**config.mk**
```make
export PLATFORM = sky130hd
export DESIGN_NAME = ser_reg_slave
export DESIGN_NICKNAME = d
export VERILOG_FILES = /design/src/rtl/ser_pkg.sv /design/src/rtl/ser_sync.sv /design/src/rtl/ser_addr_inc.sv /design/src/rtl/ser_reg_slave.sv
export SDC_FILE = /design/constraint.sdc
export NUM_CORES = 1
export LEC_CHECK = 0
export ABC_CLOCK_PERIOD_IN_PS = 3800
export BUFFER_PORTS_ARGS = -buffer_cell sky130_fd_sc_hd__buf_2
export CORE_MARGIN = 4
export CORE_UTILIZATION = 25
export DETAILED_ROUTE_END_ITERATION = 7
export GPL_ROUTABILITY_DRIVEN = 0
export SYNTH_ARGS = -nofsm -noshare
export SYNTH_HDL_FRONTEND = slang
export SYNTH_HIERARCHICAL = 1
export SYNTH_SLANG_ARGS = --single-unit
export TNS_END_PERCENT = 100
```
**constraint.sdc**
```tcl
create_clock -name clk -period 3.8 [get_ports clk]
set_clock_uncertainty 0.15 [all_clocks]
set_input_delay 0.38 -clock clk [delete_from_list [all_inputs] [get_ports clk]]
set_output_delay 0.38 -clock clk [all_outputs]
set_load 0.02 [all_outputs]
```
**src/rtl/ser_pkg.sv**
```systemverilog
package ser_pkg;
    typedef enum logic {
        PH_ADDR = 1'b0,
        PH_DATA = 1'b1
    } ser_phase_e;
endpackage

```
**src/rtl/ser_sync.sv**
```systemverilog
module ser_sync #(
    parameter int WIDTH   = 4,
    parameter int STAGES  = 2,
    parameter logic [WIDTH-1:0] RST_VAL = '0
) (
    input  logic             clk,
    input  logic             rst_n,
    input  logic [WIDTH-1:0] async_i,
    output logic [WIDTH-1:0] sync_o
);
    for (genvar b = 0; b < WIDTH; b++) begin : g_bit
        logic [STAGES-1:0] chain_q;
        always_ff @(posedge clk or negedge rst_n) begin
            if (!rst_n) chain_q <= {STAGES{RST_VAL[b]}};
            else        chain_q <= {chain_q[STAGES-2:0], async_i[b]};
        end
        assign sync_o[b] = chain_q[STAGES-1];
    end
endmodule

```
**src/rtl/ser_addr_inc.sv**
```systemverilog
module ser_addr_inc #(
    parameter int ADDR_W = 8,
    parameter int WRAP_W = 4
) (
    input  logic [ADDR_W-1:0] cur_i,
    output logic [ADDR_W-1:0] next_o
);
    localparam int HOLD_W = ADDR_W - WRAP_W;

    logic [WRAP_W-1:0] low_next;
    assign low_next = cur_i[WRAP_W-1:0] + WRAP_W'(1);

    if (HOLD_W > 0) begin : g_hold
        assign next_o = {cur_i[ADDR_W-1:WRAP_W], low_next};
    end else begin : g_full
        assign next_o = low_next;
    end
endmodule

```
**src/rtl/ser_reg_slave.sv**
```systemverilog
module ser_reg_slave
    import ser_pkg::*;
#(
    parameter int BYTE_W      = 8,
    parameter int WRAP_W      = 4,
    parameter int SYNC_STAGES = 2
) (
    input  logic              clk,
    input  logic              rst_n,
    input  logic              ser_clk_i,
    input  logic              ser_din_i,
    input  logic              ser_csn_i,
    input  logic              ser_rd_i,
    output logic              ser_dout_o,
    output logic              wait_o,
    output logic [BYTE_W-1:0] mem_addr_o,
    output logic [BYTE_W-1:0] mem_wdata_o,
    output logic              mem_we_o,
    output logic              mem_re_o,
    input  logic [BYTE_W-1:0] mem_rdata_i
);
    localparam int CNT_W = $clog2(BYTE_W);
    localparam logic [CNT_W-1:0] LAST_BIT = CNT_W'(BYTE_W - 1);
    localparam int PIN_N = 4;

    typedef struct packed {
        ser_phase_e        phase;
        logic              rd;
        logic [CNT_W-1:0]  bit_cnt;
        logic [BYTE_W-1:0] in_sh;
        logic [BYTE_W-1:0] out_sh;
        logic [BYTE_W-1:0] addr;
        logic              sclk_prev;
        logic              sdo;
        logic              wait_f;
        logic              we;
        logic              re;
        logic              cap;
        logic [BYTE_W-1:0] maddr;
        logic [BYTE_W-1:0] wdata;
    } eng_t;

    eng_t st_q, st_d;

    // Pin synchronisation: {dir, csn, sdi, sclk}; csn and sclk idle high
    logic [PIN_N-1:0] pins_s;
    ser_sync #(
        .WIDTH   (PIN_N),
        .STAGES  (SYNC_STAGES),
        .RST_VAL (4'b0101)
    ) u_sync (
        .clk     (clk),
        .rst_n   (rst_n),
        .async_i ({ser_rd_i, ser_csn_i, ser_din_i, ser_clk_i}),
        .sync_o  (pins_s)
    );

    logic sclk_s, sdi_s, cs_act, dir_s;
    assign sclk_s = pins_s[0];
    assign sdi_s  = pins_s[1];
    assign cs_act = ~pins_s[2];
    assign dir_s  = pins_s[3];

    logic rise_w, fall_w;
    assign rise_w = sclk_s & ~st_q.sclk_prev;
    assign fall_w = ~sclk_s & st_q.sclk_prev;

    logic [BYTE_W-1:0] byte_w;
    assign byte_w = {sdi_s, st_q.in_sh[BYTE_W-1:1]};

    logic [BYTE_W-1:0] inc_new, inc_cur;
    ser_addr_inc #(.ADDR_W(BYTE_W), .WRAP_W(WRAP_W)) u_inc_new (
        .cur_i  (byte_w),
        .next_o (inc_new)
    );
    ser_addr_inc #(.ADDR_W(BYTE_W), .WRAP_W(WRAP_W)) u_inc_cur (
        .cur_i  (st_q.addr),
        .next_o (inc_cur)
    );

    always_comb begin
        st_d           = st_q;
        st_d.we        = 1'b0;
        st_d.re        = 1'b0;
        st_d.cap       = st_q.re;
        st_d.sclk_prev = sclk_s;
        if (!cs_act) begin
            st_d.phase   = PH_ADDR;
            st_d.rd      = 1'b0;
            st_d.bit_cnt = '0;
            st_d.in_sh   = '0;
            st_d.sdo     = 1'b0;
            st_d.wait_f  = 1'b0;
            st_d.cap     = 1'b0;
        end else begin
            if (fall_w && st_q.phase == PH_DATA && st_q.rd) begin
                st_d.sdo    = st_q.out_sh[0];
                st_d.out_sh = {1'b0, st_q.out_sh[BYTE_W-1:1]};
            end
            if (st_q.cap) begin
                st_d.out_sh = mem_rdata_i;
                st_d.wait_f = 1'b0;
            end
            if (rise_w) begin
                st_d.in_sh   = byte_w;
                st_d.bit_cnt = st_q.bit_cnt + CNT_W'(1);
                if (st_q.bit_cnt == LAST_BIT) begin
                    st_d.bit_cnt = '0;
                    if (st_q.phase == PH_ADDR) begin
                        st_d.phase = PH_DATA;
                        st_d.rd    = dir_s;
                        if (dir_s) begin
                            st_d.re     = 1'b1;
                            st_d.maddr  = byte_w;
                            st_d.addr   = inc_new;
                            st_d.wait_f = 1'b1;
                        end else begin
                            st_d.addr = byte_w;
                        end
                    end else if (st_q.rd) begin
                        st_d.re    = 1'b1;
                        st_d.maddr = st_q.addr;
                        st_d.addr  = inc_cur;
                    end else begin
                        st_d.we    = 1'b1;
                        st_d.maddr = st_q.addr;
                        st_d.wdata = byte_w;
                        st_d.addr  = inc_cur;
                    end
                end
            end
        end
    end

    always_ff @(posedge clk or negedge rst_n) begin
        if (!rst_n) begin
            st_q           <= '0;
            st_q.phase     <= PH_ADDR;
            st_q.sclk_prev <= 1'b1;
        end else begin
            st_q <= st_d;
        end
    end

    assign ser_dout_o  = st_q.sdo;
    assign wait_o      = st_q.wait_f;
    assign mem_addr_o  = st_q.maddr;
    assign mem_wdata_o = st_q.wdata;
    assign mem_we_o    = st_q.we;
    assign mem_re_o    = st_q.re;

    // Assertion support: last access address within a transaction
    logic [BYTE_W-1:0] acc_prev_q;
    logic              acc_seen_q;
    always_ff @(posedge clk or negedge rst_n) begin
        if (!rst_n) begin
            acc_prev_q <= '0;
            acc_seen_q <= 1'b0;
        end else if (!cs_act) begin
            acc_seen_q <= 1'b0;
        end else if (mem_we_o || mem_re_o) begin
            acc_prev_q <= mem_addr_o;
            acc_seen_q <= 1'b1;
        end
    end


    strobe_excl_chk: assert property (@(posedge clk) disable iff (!rst_n)
        !(mem_we_o && mem_re_o));


    we_pulse_chk: assert property (@(posedge clk) disable iff (!rst_n)
        mem_we_o |=> !mem_we_o);


    idle_quiet_chk: assert property (@(posedge clk) disable iff (!rst_n)
        !cs_act |=> (!mem_we_o && !wait_o));


    wait_start_chk: assert property (@(posedge clk) disable iff (!rst_n)
        $rose(wait_o) |-> mem_re_o);


    wait_no_write_chk: assert property (@(posedge clk) disable iff (!rst_n)
        wait_o |-> !mem_we_o);


    data_fetch_nowait_chk: assert property (@(posedge clk) disable iff (!rst_n)
        (mem_re_o && !$rose(wait_o)) |-> !wait_o);


    sdo_fall_only_chk: assert property (@(posedge clk) disable iff (!rst_n)
        (cs_act && !fall_w) |=> $stable(ser_dout_o));


    high_nibble_hold_chk: assert property (@(posedge clk) disable iff (!rst_n)
        ((mem_we_o || mem_re_o) && acc_seen_q && cs_act)
            |-> mem_addr_o[BYTE_W-1:WRAP_W] == acc_prev_q[BYTE_W-1:WRAP_W]);
endmodule

```
==> results.yml <==
floorplanning:
  ios: 34
  initial_core_util: 0.261
  fp.coreArea_um2: 11000
  die_h_um: 115
  die_w_um: 115
  rows: 38
  die_area_um2: 13300
sta:
  finalMaxSlewViolations: 0
  setup-tns-final_ps: 0
  setup_viol: 0
  period_minus_slack_ps: 2030
  rsz0062_at_grt: "no"
  fmax_ghz: 0.492
  worst_slew_pin_slew_ps: 703
  slew_headroom: 0.531
  timing.hold.ws_ps: 12.2
  min_period_over_period: 0.535
  hold_viol: 0
pwr:
  ir_drop_mv: 0.163
  power_w: 0.00153
  p_leak_nw: 1.54
  p_per_area_nw_per_um2: 461
logic_synthesis:
  synth_compound_area_frac: 0.0826
  synth_top_family_by_area: "multiplexers"
  synth_xor_xnor_area_share: 0.0122
  yosys_warnings: 6
  synthArstFlopShare: 1.00
  yosysMostFrequentCell: "dfrtp_1"
  ys_ff_latch: 58
  synth_top_area_share: 0.461
  avgSynthCellArea_um2: 11.7
  synth_fp_nets: 266
  netlist_top_cells_count: "dfrtp_1 (53), mux2_2 (32), nand2_1 (31), buf_4 (29), mux2i_1 (12)"
  synth_top_cell_by_area: "dfrtp_1"
  synth-edff-count: 0
  synth_simple_gate_area_frac: 0.113
  syn_area_um2: 2880
  ys_seq_area_frac: 0.506
  synthCells: 247
  synth_flop_cell: "dfrtp_1"
  yosys.area_share.adder: 0.0217
  synth_cell_type_count: 34
  synth_area_leaders: "dfrtp_1 (46%), mux2_2 (13%), buf_4 (7.6%)"
  synthMuxAreaShare: 0.167
clock_tree:
  clk_pin_slew_ps: 50
  cts_resized: 0
  cts_setup_buffers: 0
  root_buffer: "clkbuf_16"
  clk_latency_ps: 330
  cts_htree_levels: 3
  cts_tree: "yes"
  clock-sinks: 58
  cts_buffers: 9
  clk_path_buf_depth: 2
  hold_buffers: 3
drt:
  routed_wl_mm: 5.25
  wl_per_cell_um: 13.1
  first_pass_iters: 6
  viasPerCell: 4.30
  ant_nets: 0
  via_count: 1726
  drt_iter0_markers: 68
  drcViolationCount: 0
critical_path:
  cp_slowest_cell: "dfrtp_1"
  r2r_cells: 4
  r2r_slack_ps: 1770
  worst-setup-path-type: "flip-flop to flip-flop"
  critical_path_arrival_ps: 2090
  required_ps: 3860
  cp-start-kind: "flip-flop"
  path_cells: "buf_4, o21ai_0, nor3_4, mux2_2"
  cp-end-kind: "flip-flop"
  r2r-end: "mem_addr_o[3]$_DFFE_PN0P_"
  rr_startpoint: "st_q[50]$_DFFE_PN0P_"
  path_max_fanout: 18
  startpoint: "st_q[50]$_DFFE_PN0P_"
  max_stage_delay_ps: 490
global_routing:
  antenna_found_initial: 0
  grt.overflow.total: 0
  first_global_vias: 1740
  grt_first_pass_wirelength_mm: 9.11
  grt_max_degree: 31
  grtUsageTotal: 0.0892
hold_path:
  hold_end: "u_sync/g_bit[3].chain_q[0]$_DFF_PN0_"
  min_path_cells: 1
  hp-start: "ser_rd_i"
  holdCritPathClass: "primary input to flip-flop"
placement:
  dp_hpwl_mm: 3.63
  port_buffers: 33
  dpl.cell_count: 382
final_layout:
  fin_cells: 401
  antenna_cells: 0
  drive_above_1_share: 0.364
  area_growth_pct: 15.2
  final_nets: 275
flow_run:
  maxCapViolCount: 0
status:
  status: "finished clean"
[registers in the layout (all words and copies together) (netlist names)]
name	flops
ser_dout_o	1
mem_re_o	1
mem_wdata_o	8
byte_w	7
mem_we_o	1
u_sync/g_bit.chain_q	8
mem_addr_o	8
wait_o	1
st_q	23
[worst max path at each step]
stage / cells after the start / endpoint / slack [ps]
after floorplan: 5 / mem_wdata_o[0]$_DFFE_PN0P_ / 2020
after global placement: 5 / mem_wdata_o[7]$_DFFE_PN0P_ / 1790
after detailed placement: 5 / mem_wdata_o[1]$_DFFE_PN0P_ / 1750
after CTS: 5 / mem_wdata_o[1]$_DFFE_PN0P_ / 1740
after global routing: 5 / st_q[24]$_DFFE_PN0P_ / 1550
final: 4 / mem_addr_o[3]$_DFFE_PN0P_ / 1770
[critical path: cells and delay by family, from the launching register on]
family	cells	cell delay [ps]
simple gates	1	380
flops	1	490
compound gates	1	190
buf+inv	1	320
mux	1	390
[cells by family after synthesis]
| family | Yosys count |
|---|---|
| AO/OA/AOI/OAI | 36 |
| XOR/XNOR | 4 |
| adder cells (fa/ha/maj) | 5 |
| buffers and inverters | 44 |
| flip-flops | 58 |
| multiplexers | 44 |
| AND/OR/NAND/NOR | 56 |
[metal layers]
layer,wire length (um),vias up,track usage
met1,2590,840,0.122
met2,2340,31,0.123
li1,-,844,-
met4,123,0,0.0516
met3,204,11,0.0289
met5,0,-,0
[final cells by class]
class | instances | area, um^2
Clock buffer | 9 | 225
Timing Repair Buffer | 38 | 210
Clock inverter | 7 | 93.8
Multi-Input combinational cell | 145 | 1140
Inverter | 4 | 15.0
Tap cell | 140 | 175
Fill cell | 1155 | 7710
Sequential cell | 58 | 1460
[where the power goes]
group          switching, W  leakage [nW]  internal (W)
clock              0.000280         0.151      0.000571
sequential        0.0000126         0.778      0.000627
combinational     0.0000212         0.612     0.0000169
total              0.000314          1.54       0.00122
[through the flow]
step	cell area (um^2)	util	setup WS [ps]
after floorplan	2880	-	2020
after global placement	2970	0.269	1790
after CTS	3320	0.301	1740
after global routing	3320	0.301	1550
final	3320	0.301	1770
after detailed placement	2970	0.269	1750
[cells in the final DEF, fill, tap and decap left out, drive strengths merged, types with 2 or more instances in the layout]
cell / count
xor2: 2
dfrtp: 53
inv: 4
a21oi: 12
clkinv: 3
o31a: 7
ha: 5
dfstp: 5
nor2: 4
nor2b: 2
nand3: 2
mux2i: 12
clkinvlp: 2
o21ai: 9
dlygate4sd3: 3
nand4b: 2
xnor2: 2
nand2: 31
buf: 35
clkbuf: 9
nor4: 2
o22a: 7
bufinv: 2
mux2: 32
nand2b: 8
No activity file was read; power rests on OpenSTA's default activity.
